==> src/rtl/pip_cmp_pkg.sv <==
package pip_cmp_pkg;

  typedef enum logic [2:0] {K_OUT, K_BORDER, K_PIC, K_FILL, K_BLACK} kind_t;

  typedef struct packed {
    logic [5:0] y;
    logic [5:0] u;
    logic [5:0] v;
  } yuv_t;

  localparam yuv_t NEUTRAL = '{y: 6'd0, u: 6'd32, v: 6'd32};
  localparam yuv_t C_GREY  = '{y: 6'd44, u: 6'd32, v: 6'd32};
  localparam yuv_t C_WHITE = '{y: 6'd63, u: 6'd32, v: 6'd32};
  localparam yuv_t C_RED   = '{y: 6'd19, u: 6'd21, v: 6'd60};
  localparam yuv_t C_GREEN = '{y: 6'd37, u: 6'd13, v: 6'd9};
  localparam yuv_t C_BLUE  = '{y: 6'd7,  u: 6'd60, v: 6'd27};

  function automatic yuv_t ring_colour(input logic [2:0] code);
    case (code)
      3'b001:  return C_GREY;
      3'b100:  return C_BLUE;
      3'b101:  return C_GREEN;
      3'b110:  return C_RED;
      3'b111:  return C_WHITE;
      default: return NEUTRAL;
    endcase
  endfunction

  function automatic yuv_t solid_colour(input logic [1:0] code);
    case (code)
      2'b01:   return C_RED;
      2'b10:   return C_GREEN;
      2'b11:   return C_BLUE;
      default: return NEUTRAL;
    endcase
  endfunction

endpackage

==> src/rtl/pip_raster_count.sv <==
module pip_raster_count #(
  parameter int LINE_PIX    = 720,
  parameter int FRAME_LINES = 240,
  localparam int HW = $clog2(LINE_PIX),
  localparam int VW = $clog2(FRAME_LINES)
) (
  input  logic          clk,
  input  logic          rst,
  input  logic          line_strobe,
  input  logic          frame_strobe,
  output logic [HW-1:0] hpos,
  output logic [VW-1:0] vpos
);

  localparam logic [HW-1:0] H_LAST = HW'(LINE_PIX - 1);
  localparam logic [VW-1:0] V_LAST = VW'(FRAME_LINES - 1);

  always_ff @(posedge clk) begin
    if (rst) begin
      hpos <= '0;
      vpos <= '0;
    end else if (line_strobe) begin
      hpos <= '0;
      if (frame_strobe)        vpos <= '0;
      else if (vpos != V_LAST) vpos <= vpos + 1'b1;
    end else if (hpos != H_LAST) begin
      hpos <= hpos + 1'b1;
    end
  end

  // a line strobe restarts the column count
  assert_line_restart_R2: assert property (@(posedge clk) disable iff (rst)
    line_strobe |=> (hpos == '0));

  // a frame strobe with a line strobe restarts the line count
  assert_frame_restart_R2: assert property (@(posedge clk) disable iff (rst)
    (line_strobe && frame_strobe) |=> (vpos == '0));

endmodule

==> src/rtl/pip_window_geom.sv <==
module pip_window_geom
  import pip_cmp_pkg::*;
#(
  parameter int LINE_PIX    = 720,
  parameter int FRAME_LINES = 240,
  parameter int SYNC_PIX    = 64,
  parameter int SYNC_LINES  = 20,
  parameter int LARGE_W     = 114,
  parameter int LARGE_H     = 71,
  parameter int SMALL_W     = 84,
  parameter int SMALL_H     = 54,
  parameter int BORDER_W    = 6,
  parameter int BORDER_H    = 2,
  localparam int HW = $clog2(LINE_PIX),
  localparam int VW = $clog2(FRAME_LINES)
) (
  input  logic [HW-1:0] hpos,
  input  logic [VW-1:0] vpos,
  input  logic [5:0]    x_code,
  input  logic [5:0]    y_code,
  input  logic          size_large,
  input  logic          pip_enable,
  input  logic          pip_blank,
  input  logic [1:0]    fill_code,
  input  logic [2:0]    border_code,
  output kind_t         kind,
  output yuv_t          colour
);

  localparam logic [31:0] OW_L = 32'(LARGE_W + 2 * BORDER_W);
  localparam logic [31:0] OW_S = 32'(SMALL_W + 2 * BORDER_W);
  localparam logic [31:0] OH_L = 32'(LARGE_H + 2 * BORDER_H);
  localparam logic [31:0] OH_S = 32'(SMALL_H + 2 * BORDER_H);
  localparam logic [31:0] BWX  = 32'(BORDER_W);
  localparam logic [31:0] BHX  = 32'(BORDER_H);

  logic [31:0] x0, y0, ow, oh, h, v;
  logic        fits, in_box, in_core, see_through;

  always_comb begin
    h  = 32'(hpos);
    v  = 32'(vpos);
    x0 = (32'(x_code) * 32'(LINE_PIX)) >> 6;
    y0 = (32'(y_code) * 32'(FRAME_LINES)) >> 6;
    ow = size_large ? OW_L : OW_S;
    oh = size_large ? OH_L : OH_S;
    fits = (x0 >= 32'(SYNC_PIX)) && (x0 + ow <= 32'(LINE_PIX)) &&
           (y0 >= 32'(SYNC_LINES)) && (y0 + oh <= 32'(FRAME_LINES));
    in_box  = (h >= x0) && (h < x0 + ow) && (v >= y0) && (v < y0 + oh);
    in_core = (h >= x0 + BWX) && (h < x0 + ow - BWX) &&
              (v >= y0 + BHX) && (v < y0 + oh - BHX);
    see_through = (border_code[2:1] == 2'b01);

    kind   = K_OUT;
    colour = NEUTRAL;
    if (pip_enable && fits && in_box) begin
      if (pip_blank) begin
        kind = K_BLACK;
      end else if (!in_core) begin
        if (!see_through) begin
          kind   = K_BORDER;
          colour = ring_colour(border_code);
        end
      end else if (fill_code != 2'b00) begin
        kind   = K_FILL;
        colour = solid_colour(fill_code);
      end else begin
        kind = K_PIC;
      end
    end
  end

endmodule

==> src/rtl/pip_out_pipe.sv <==
module pip_out_pipe
  import pip_cmp_pkg::*;
(
  input  logic       clk,
  input  logic       rst,
  input  kind_t      kind,
  input  yuv_t       colour,
  input  logic [5:0] pix_y,
  input  logic [5:0] pix_u,
  input  logic [5:0] pix_v,
  output logic       rd_req,
  output logic [5:0] out_y,
  output logic [5:0] out_u,
  output logic [5:0] out_v,
  output logic       win_active
);

  kind_t k1, k2;
  yuv_t  c1, c2;

  always_ff @(posedge clk) begin
    if (rst) begin
      k1 <= K_OUT;
      k2 <= K_OUT;
      c1 <= NEUTRAL;
      c2 <= NEUTRAL;
      rd_req <= 1'b0;
      {out_y, out_u, out_v} <= NEUTRAL;
      win_active <= 1'b0;
    end else begin
      k1 <= kind;
      c1 <= colour;
      rd_req <= (kind == K_PIC);
      k2 <= k1;
      c2 <= c1;
      case (k2)
        K_OUT: begin
          {out_y, out_u, out_v} <= NEUTRAL;
          win_active <= 1'b0;
        end
        K_PIC: begin
          {out_y, out_u, out_v} <= {pix_y, pix_u, pix_v};
          win_active <= 1'b1;
        end
        default: begin
          {out_y, out_u, out_v} <= c2;
          win_active <= 1'b1;
        end
      endcase
    end
  end

  // an undrawn pixel carries the neutral level
  assert_outside_neutral_R5: assert property (@(posedge clk) disable iff (rst)
    !win_active |-> (out_y == 6'd0 && out_u == 6'd32 && out_v == 6'd32));

  // a request is followed two cycles later by the sampled memory data
  assert_read_ahead_R10: assert property (@(posedge clk) disable iff (rst)
    rd_req |-> ##2 (win_active && out_y == $past(pix_y) &&
                    out_u == $past(pix_u) && out_v == $past(pix_v)));

endmodule

==> src/rtl/pip_window_compositor.sv <==
module pip_window_compositor
  import pip_cmp_pkg::*;
#(
  parameter int LINE_PIX    = 720,
  parameter int FRAME_LINES = 240,
  parameter int SYNC_PIX    = 64,
  parameter int SYNC_LINES  = 20,
  parameter int LARGE_W     = 114,
  parameter int LARGE_H     = 71,
  parameter int SMALL_W     = 84,
  parameter int SMALL_H     = 54,
  parameter int BORDER_W    = 6,
  parameter int BORDER_H    = 2
) (
  input  logic       clk,
  input  logic       rst,
  input  logic       line_strobe,
  input  logic       frame_strobe,
  input  logic [5:0] x_code,
  input  logic [5:0] y_code,
  input  logic       size_large,
  input  logic       pip_enable,
  input  logic       pip_blank,
  input  logic [1:0] fill_code,
  input  logic [2:0] border_code,
  input  logic [5:0] pix_y,
  input  logic [5:0] pix_u,
  input  logic [5:0] pix_v,
  output logic       rd_req,
  output logic [5:0] out_y,
  output logic [5:0] out_u,
  output logic [5:0] out_v,
  output logic       win_active
);

  localparam int HW = $clog2(LINE_PIX);
  localparam int VW = $clog2(FRAME_LINES);

  logic [HW-1:0] hpos;
  logic [VW-1:0] vpos;
  kind_t         kind;
  yuv_t          colour;

  pip_raster_count #(.LINE_PIX(LINE_PIX), .FRAME_LINES(FRAME_LINES)) u_count (
    .clk(clk), .rst(rst), .line_strobe(line_strobe), .frame_strobe(frame_strobe),
    .hpos(hpos), .vpos(vpos)
  );

  pip_window_geom #(
    .LINE_PIX(LINE_PIX), .FRAME_LINES(FRAME_LINES), .SYNC_PIX(SYNC_PIX),
    .SYNC_LINES(SYNC_LINES), .LARGE_W(LARGE_W), .LARGE_H(LARGE_H),
    .SMALL_W(SMALL_W), .SMALL_H(SMALL_H), .BORDER_W(BORDER_W), .BORDER_H(BORDER_H)
  ) u_geom (
    .hpos(hpos), .vpos(vpos), .x_code(x_code), .y_code(y_code),
    .size_large(size_large), .pip_enable(pip_enable), .pip_blank(pip_blank),
    .fill_code(fill_code), .border_code(border_code), .kind(kind), .colour(colour)
  );

  pip_out_pipe u_pipe (
    .clk(clk), .rst(rst), .kind(kind), .colour(colour),
    .pix_y(pix_y), .pix_u(pix_u), .pix_v(pix_v), .rd_req(rd_req),
    .out_y(out_y), .out_u(out_u), .out_v(out_v), .win_active(win_active)
  );

  // no request is raised unless the window was enabled
  assert_enable_gate_R8: assert property (@(posedge clk) disable iff (rst)
    rd_req |-> $past(pip_enable));

  // a fill code or blanking suppresses the memory read
  assert_fill_no_read_R9: assert property (@(posedge clk) disable iff (rst)
    rd_req |-> ($past(fill_code) == 2'b00 && !$past(pip_blank)));

  // a blanked window is drawn black
  assert_blank_black_R7: assert property (@(posedge clk) disable iff (rst)
    (win_active && $past(pip_blank, 3)) |->
      (out_y == 6'd0 && out_u == 6'd32 && out_v == 6'd32));

endmodule

==> config.mk <==
export PLATFORM = sky130hd
export DESIGN_NAME = pip_window_compositor
export DESIGN_NICKNAME = d
export VERILOG_FILES = /design/src/rtl/pip_cmp_pkg.sv /design/src/rtl/pip_raster_count.sv /design/src/rtl/pip_window_geom.sv /design/src/rtl/pip_out_pipe.sv /design/src/rtl/pip_window_compositor.sv
export SDC_FILE = /design/constraint.sdc
export NUM_CORES = 1
export LEC_CHECK = 0
export ABC_AREA = 1
export BUFFER_PORTS_ARGS = -buffer_cell sky130_fd_sc_hd__buf_4
export CAP_MARGIN = 20
export CORE_UTILIZATION = 61
export CTS_BUF_LIST = sky130_fd_sc_hd__clkbuf_16
export DETAILED_ROUTE_END_ITERATION = 10
export PLACE_DENSITY = 0.88
export SYNTH_ARGS = -nofsm -noshare
export SYNTH_HDL_FRONTEND = slang
export SYNTH_SLANG_ARGS = --single-unit
export TNS_END_PERCENT = 1
==> constraint.sdc <==
create_clock -name clk -period 6.3 [get_ports clk]
set_clock_uncertainty 0.15 [all_clocks]
set_input_delay 0 -clock clk [delete_from_list [all_inputs] [get_ports clk]]
set_output_delay 0 -clock clk [all_outputs]
set_load 0.02 [all_outputs]
Word-level counts from Yosys, hierarchy flattened --
Index checks and enable logic that the tools add are counted.
Cells by class: add/subtract/negate cells 8, $mul 2, magnitude comparators 12, eq/ne operators 13, muxes and demuxes 18, bitwise operators 1, reduce and logical (&&, ||, !) cells 17
Operator list (number):
- one-hot mux 18 bit (5 select lines) | 1
- < comparator 10 x 32 -> 1 bit | 2
- < comparator 8 x 32 -> 1 bit | 2
- two-way mux 18 bit | 3
- one-hot mux 18 bit (3 select lines) | 1
- one-hot mux 6 bit (2 select lines) | 3
- adder 10 x 32 -> 32 bit | 1
- adder 8 x 32 -> 32 bit | 1
- >= comparator 10 x 32 -> 1 bit | 1
- >= comparator 8 x 32 -> 1 bit | 1
- <= comparator 32 x 10 -> 1 bit (second input constant) | 1
- <= comparator 32 x 8 -> 1 bit (second input constant) | 1
- subtractor 32 x 2 -> 32 bit (second input constant) | 1
- subtractor 32 x 3 -> 32 bit (second input constant) | 1
- two-way mux 8 bit | 2
- equality test 3 bit (second input constant) | 4
- multiplier 6 x 6 -> 12 bit (second input constant) | 1
- adder 10 x 3 -> 11 bit (second input constant) | 1
- logical AND 1 bit | 11
- adder 10 x 1 -> 10 bit (second input constant) | 1
- >= comparator 10 bit | 1
- >= comparator 10 x 7 -> 1 bit (second input constant) | 1
- multiplier 6 x 4 -> 10 bit (second input constant) | 1
- inequality test 10 bit (second input constant) | 1
- other kinds (19) | 27
Word-level totals: register bits 80, input bits 42, output and inout bits 20, logic and storage cells 86

Depth between registers and ports, before layout --
Gate-level depths: netlist (run 1).
depth in word-level cells 11, gate-level depth with buffers 33, gate-level depth less buffers 32

Modules after synthesis --
From an unflattened synthesis (run 1), not the netlist that was laid out.
Unflattened totals: cells, all modules 1075, area total of the unflattened synthesis 7472.2 µm²
By module, submodules not included:
- pip_window_geom | times used 1, cells an instance 715, area an instance 4523.1 µm², sequential area each 0.0 µm²
- pip_out_pipe | times used 1, cells an instance 215, area an instance 1923.1 µm², sequential area each 1241.2 µm²
- pip_raster_count | times used 1, cells an instance 145, area an instance 1026.0 µm², sequential area each 360.3 µm²

Worst setup path before layout (run 1) --
Ideal clock, no wire load.
path kind input-to-reg, start input x_code[2], end register u_pipe.c1[6] (netlist bit), library setup time 0.114 ns, arrival 4.565 ns, data required time 6.036 ns, setup slack 1.471 ns, stages on the path 27, buffers on the path 1, path through ha_1 > ha_1 > fa_1 > ha_1 > fa_1 > xor2_1 > ha_1 > nand2_1 > nand2_1 > nor2_1 > nand3_1 > nand2_2 > inv_1 > a211oi_1 > nand2_1 > nor3_1 > ha_1 > and3_1 > nand2_1 > nand2_1 > nand2_1 > nand3_1 > nor2_4 > nand2_4 > buf_6 > o21ai_1 > nor2_2
On the way: longest elaborated chain between the ends 10, elaborated cells on any way between the ends 24, those cells by class add/sub (3); mul (1); order compare (6); mux (1); bitwise (1); reduce/logical (12)
Ends and longest elaborated chain:
- start, declared | RTL line pip_window_compositor.sv:19 | input logic [5:0] x_code,
- multiplier 6 x 6 -> 12 bit (*) | RTL line pip_window_geom.sv:43 | x0 = (32'(x_code) * 32'(LINE_PIX)) >> 6;
- parallel branches: the longest is 9 deep, another holds adder 10 x 32 -> 32 bit
- end signal, assigned | RTL line pip_out_pipe.sv:32 | c1 <= colour;
- end, declared | RTL line pip_out_pipe.sv:19 | yuv_t c1, c2;
Mark *: on every way between the ends. A chain may end at the register's enable or synchronous reset.

Final worst setup path (run 1) --
start input x_code[1], end register u_pipe.c1[1] (netlist bit)
The elaborated chain is that of the path after synthesis.

==> results.cfg, run 1 <==
[synthesis]
synth.top_cells.by_area = sky130_fd_sc_hd__ha_1 22%, sky130_fd_sc_hd__dfxtp_1 21%, sky130_fd_sc_hd__nand2_1 12%, sky130_fd_sc_hd__inv_1 9.2%, sky130_fd_sc_hd__a21oi_1 5.4%
yosys_warnings = 0
synth-async-reset-ratio_pct = 0
yosys.cell_count.top_type = sky130_fd_sc_hd__nand2_1
syn-mean-instance-area_um2 = 7.117
yosysSeqAreaShare_pct = 20.92
ys.flop_type = sky130_fd_sc_hd__dfxtp_1
syn_area_um2 = 6889
synth_edf_count = 0
postSynthNetCount = 1149
synth_cells = 968
synth_top_area_share_pct = 22.34
synth_seq_cells = 72
synth.cells.most_frequent = 214 x sky130_fd_sc_hd__nand2_1, 169 x sky130_fd_sc_hd__inv_1, 123 x sky130_fd_sc_hd__ha_1
post-synth-top-area-cell = sky130_fd_sc_hd__ha_1
yosysUniqueCellTypes = 42

[pwr]
sw_frac_of_total_pct = 47.92
totalPowerFinal_uw = 2519
power_spent_charging_and_discharging_nets_uw = 1207
power_density_nw_per_um2 = 304.0
sequentialPowerShare_pct = 18.2
power.static_leakage_uw = 0.004239
power.ir.vdd_worst_mv = 0.2335
cell_internal_pwr_uw = 1312
comb_power_share_pct = 62.1
share_of_power_burned_in_the_clock_network_pct = 19.7

[timing]
timing.final.hold_violations = 0
timing.final.setup_violations = 0
max-slew-margin-rel_pct = 26.60
fmax_mhz = 167.6
setup_tns_after_final_layout_ns = 0
finalHoldWorstSlack_ns = 0.06538
fin_crit_sh_pct = 94.72
rsz0062_at_grt = no
final_period_minus_worst_setup_slack_ns = 5.967
timing_worst_slew_pin_value_ns = 1.097
timing_max_transition_violations_final = 0

[die]
die_x_um = 108.3
design.core.area_um2 = 10940
fp.dieArea_um2 = 11720
rows = 38
boundaryPins = 62
die_h_um = 108.3
start_util_pct = 63.00

[setup_path]
critPathRequiredTime_ns = 6.43
cpMostUsedCell = sky130_fd_sc_hd__nand2_1
reg2reg_to = u_pipe.c1[1]
timing.critical_path.slowest_stage_cell = sky130_fd_sc_hd__dlygate4sd3_1
worst-path-max-fanout = 5
cp.arrival_ns = 6.10
r2r_setup_slack_ns = 2.78
cpPeakStageDelay_ns = 0.57
crit_path_start_kind = input port
length_in_cells_of_the_worst_reg_to_reg_path = 15
rr_startpoint = u_count.hpos[1]
timing.critical_path.to_type = register
path_class = input port to register

[detailed_routing]
wire_per_inst_um = 14.86
total_iterations_of_the_first_detailed_routing_run = 5
avgViaCountPerCell = 5.504
detailroute.via_count = 6748
starting_drt_drc_count = 441
wl_um = 18220
detail-route-antenna-nets = 0
drc_errors = 0

[global_route]
gr_usage_total_pct = 32.01
vias_in_the_first_global_route = 6463
initial_antenna_violation_count = 0
grt_start_max_net_pins = 37
global_route.overflow_total = 0
wire_length_of_the_first_global_routing_pass_um = 29730

[hold_path]
hold_path_startpoint = fill_code[0]
hold_path_end = u_pipe.c1[11]
hold_path_cell_cnt = 4
hold_class = input port to register

[layout]
drive_above_1_share_pct = 13.72
antenna_cells = 0
finish.net_count = 1262
post_layout_utilization_of_the_core_pct = 75.79
syn_to_final_growth_pct = 20.31
post_layout_nonfiller_instances = 1226

[placed_design]
dp_hpwl_um = 11690
port_buffers = 61
placed_cells = 1160
routabilityCongestion = 0.9162

[cts]
clkLatencyLatePin_ns = 0.33
total_clock_sinks = 72
cts_made_buffers = 9
tritoncts = built
clock_tree.buffer_depth = 2
worst_path_clk_slew_ns = 0.07
htreeDepth = 3
clk_root_buffer_cell = sky130_fd_sc_hd__clkbuf_16

[flow_run]
drv_cap = 0

[status]
run_status = completed
what timing repair did:
action,4_1_cts,5_1_grt
buffers inserted,0,6
endpoints found under the hold margin,58,0
resized for setup,0,11
endpoints found under the setup margin,0,1
hold buffers,44,0
through the flow:
stage                     cell area (um2)  setup WS, ns
after floorplan                      6889         1.471
after global placement               7466         1.035
after detailed placement             7466        0.8189
after CTS                            8193        0.2723
after global routing                 8288       0.02980
final                                8288        0.3326
cell families (layout without fill, tap and decap cells):
group | after synthesis | after routing | share of synthesized area (%)
xor+xnor | 26 | 26 | 3.687
flops | 72 | 72 | 20.92
compound gates | 122 | 122 | 9.771
fa+ha+maj | 139 | 139 | 26.99
simple gates | 428 | 428 | 28.44
buf+inv | 181 | 299 | 10.19
state kept, by name (all words and copies together) (netlist names):
name               flops
u_count.hpos          10
u_count.vpos           8
u_pipe.c1             14
u_pipe.c2             14
u_pipe.k1              3
u_pipe.k2              3
u_pipe.out_u           6
u_pipe.out_v           6
u_pipe.out_y           6
u_pipe.rd_req          1
u_pipe.win_active      1
layout by cell type (no fill, tap or decap), drive strengths merged, types with 19 or more instances in the layout:
cell and count:
a21oi 75, buf 67, dfxtp 72, dlygate4sd3 44, ha 123, inv 177
nand2 235, nand3 57, nor2 89, o21ai 28, xor2 19
power by group through the flow:
stage	clock (uW)	combinational (uW)	sequential, uW
floorplan	0	1180	469
global placement	0	1420	469
detailed placement	0	1470	469
CTS	493	1500	459
global route	517	1770	459
finish	496	1560	459
how the worst max path moves through the flow:
stage	startpoint	to
final	x_code[1]	u_pipe.c1[1]
after global routing	x_code[2]	u_pipe.c1[1]
after floorplan	x_code[2]	u_pipe.c1[6]
after global placement	x_code[2]	u_pipe.c1[17]
after CTS	y_code[3]	u_pipe.c1[1]
after detailed placement	x_code[2]	u_pipe.c1[17]
final cells by class:
type / count / area [um2]
tap: 140 / 175.2
multi-input combinational: 715 / 4796
clock inverter: 7 / 61.31
timing repair buffer: 111 / 943.4
clock buffer: 9 / 225.2
inverter: 172 / 645.6
fill: 749 / 2648
sequential: 72 / 1441
metal layers:
layer	global-route usage, %	vias to the layer above	share of wire, %	routed length [um]
li1	-	3334	-	-
met1	38.42	3093	41	7531
met2	57.05	264	50	9044
met3	5.546	57	5.9	1077
met4	11.58	0	3.1	566
met5	0	-	0	0
worst max-delay path: cells and delay by family:
family                   cells  cell delay, ns
adder cells (fa/ha/maj)      6            2.32
AND/OR/NAND/NOR             15            1.51
buffers and inverters        6            1.43
AO/OA/AOI/OAI                2            0.48
XOR/XNOR                     2            0.35
No activity file was read; power rests on OpenSTA's default activity.
==> inputs of run 2 (changes only) <==
==> constraint.sdc (replaced) <==
create_clock -name clk -period 6.7 [get_ports clk]
set_clock_uncertainty 0.15 [all_clocks]
set_input_delay 0 -clock clk [delete_from_list [all_inputs] [get_ports clk]]
set_output_delay 0 -clock clk [all_outputs]
set_load 0.02 [all_outputs]
==> run 2 against run 1 <==
Effect of this change:
- non-clock buffer count down 6
- largest power group unchanged
- largest cell class unchanged
- setup slack gained 0.40 ns
- register-to-register slack better by 0.58 ns
- worst hold slack got worse by 0.0025 ns
- combinational power down 7%
- highest routed layer unchanged
==> results.cfg, run 2 (synthesis results as in run 1) <==
[hold_path]
hold_path_startpoint = fill_code[0]
hold_path_end = u_pipe.c1[11]
hold_class = input port to register
hold_path_cell_cnt = 4

[layout]
drive_above_1_share_pct = 12.31
syn_to_final_growth_pct = 18.96
post_layout_nonfiller_instances = 1221
layout.cells.most_common_list = 214 x sky130_fd_sc_hd__nand2_1, 169 x sky130_fd_sc_hd__inv_1, 123 x sky130_fd_sc_hd__ha_1
layout.cells.most_common = sky130_fd_sc_hd__nand2_1
top_regs = u_pipe.c1 (14), u_pipe.c2 (14), u_count.hpos (10)
finish.net_count = 1256
stdcell_area_um2 = 8195

[placed_design]
placed_cells = 1160
port_buffers = 61
place_worst_setup_slack_ns = 1.178
routabilityCongestion = 0.9161
dp_hpwl_um = 11640
postPlaceCellArea_um2 = 7466

[setup_path]
r2r_setup_slack_ns = 3.36
rr_startpoint = u_count.hpos[1]
critPathRequiredTime_ns = 6.82
worst-path-max-fanout = 14
path_class = input port to register
timing.critical_path.slowest_stage_cell = sky130_fd_sc_hd__dlygate4sd3_1
reg2reg_to = u_pipe.c1[2]
timing.critical_path.to_type = register
cp.arrival_ns = 6.08
cpMostUsedCell = sky130_fd_sc_hd__nand2_1
cpPeakStageDelay_ns = 0.57
length_in_cells_of_the_worst_reg_to_reg_path = 14
crit_path_start_kind = input port

[global_route]
vias_in_the_first_global_route = 6499
grt_use_met1_pct = 34.97
grt_start_max_net_pins = 37
use_met2_pct = 57.87
global_route.overflow_total = 0
wire_length_of_the_first_global_routing_pass_um = 29370
met3_usage_pct = 6.450
gr_usage_total_pct = 31.65
initial_antenna_violation_count = 1
top_usage_layer = met2

[timing]
timing.final.setup_violations = 0
timing_max_transition_violations_final = 0
final.setup.worst_slack_ns = 0.7345
finalHoldWorstSlack_ns = 0.06285
max-slew-margin-rel_pct = 38.10
final_period_minus_worst_setup_slack_ns = 5.965
fin_crit_sh_pct = 89.04
timing_worst_slew_pin_value_ns = 0.9250
setup_tns_after_final_layout_ns = 0
rsz0062_at_grt = no
timing.final.hold_violations = 0
fmax_mhz = 167.6

[detailed_routing]
detailroute.via_count = 6701
wire_per_inst_um = 14.70
detail-route-antenna-nets = 0
total_iterations_of_the_first_detailed_routing_run = 5
starting_drt_drc_count = 363
drc_errors = 0
avgViaCountPerCell = 5.488
wl_um = 17950

[cts]
cts_made_buffers = 9
clkLatencyLatePin_ns = 0.34
worst_path_clk_slew_ns = 0.06
clock_tree.buffer_depth = 2
cts_repair_resized_insts = 0
total_clock_sinks = 72
setup_fix_bufs_post_cts = 0
clk_root_buffer_cell = sky130_fd_sc_hd__clkbuf_16
tritoncts = built
htreeDepth = 3

[die]
die_x_um = 108.3
rows = 38
boundaryPins = 62
die_h_um = 108.3
start_util_pct = 63.00
fp.dieArea_um2 = 11720
design.core.area_um2 = 10940

[status]
run_status = completed

[pwr]
power.ir.vdd_worst_mv = 0.1721
power_density_nw_per_um2 = 287.4
power.static_leakage_uw = 0.004216

[flow_run]
drv_cap = 0
## run 2: changes by cell type in the layout (fill, tap and decap cells not counted), sizes merged
| cell | delta |
|---|---|
| diode | +1 |
| buf | -6 |
## run 2: routing by layer
| layer | routed length [um] | vias up | share of wire, % |
|---|---|---|---|
| li1 | - | 3324 | - |
| met1 | 7342 | 3065 | 41 |
| met2 | 8915 | 247 | 50 |
| met3 | 996 | 65 | 5.5 |
| met4 | 691 | 0 | 3.9 |
| met5 | 0 | - | 0 |
## run 2: worst max-delay path, delay by kind of cell
kind                       cells  cell delay, ns
AOI/OAI and AO/OA              2            0.64
adders and majority gates      7            2.53
xor gates and xnor gates       2            0.41
buffers and inverters          3            0.75
and+or+nand+nor               16            1.76
## run 2: final cells by class
cell class,instances,area (um2)
multi-input cells,715,4746
fillers,780,2740
flip-flops and latches,72,1441
repair buffers,105,898.4
inverters,172,645.6
clock buffers,9,225.2
well taps,140,175.2
clock inverters,7,61.31
diodes,1,2.502
## run 2: power breakdown
part / leakage, uW / internal [uW] / switching, uW / total [uW]
clock network: 0.000135 / 259 / 217 / 476
registers: 0.000581 / 429 / 2.48 / 432
logic: 0.00350 / 530 / 917 / 1450
## run 2: worst max path at each step
stage,end,startpoint,cells past startpoint
3_3_place_gp,u_pipe.c1[17],x_code[2],29
4_1_cts,u_pipe.c1[16],x_code[2],30
6_report,u_pipe.c1[2],x_code[2],30
3_5_place_dp,u_pipe.c1[17],x_code[2],29
5_1_grt,u_pipe.c1[2],x_code[2],30
2_1_floorplan,u_pipe.c1[6],x_code[2],27
## run 2: what timing repair did
item / 4_1_cts / 5_1_grt
endpoints found under the hold margin: 59 / 0
hold buffers: 44 / 0
setup endpoints to repair: 0 / 0
## run 2: stage by stage
step / power (uW) / util (%)
after CTS: 2299 / 74.92
after detailed placement: 1825 / 68.27
after global placement: 1777 / 68.27
final: 2355 / 74.94
after floorplan: 1551 / -
after global routing: 2561 / 74.94
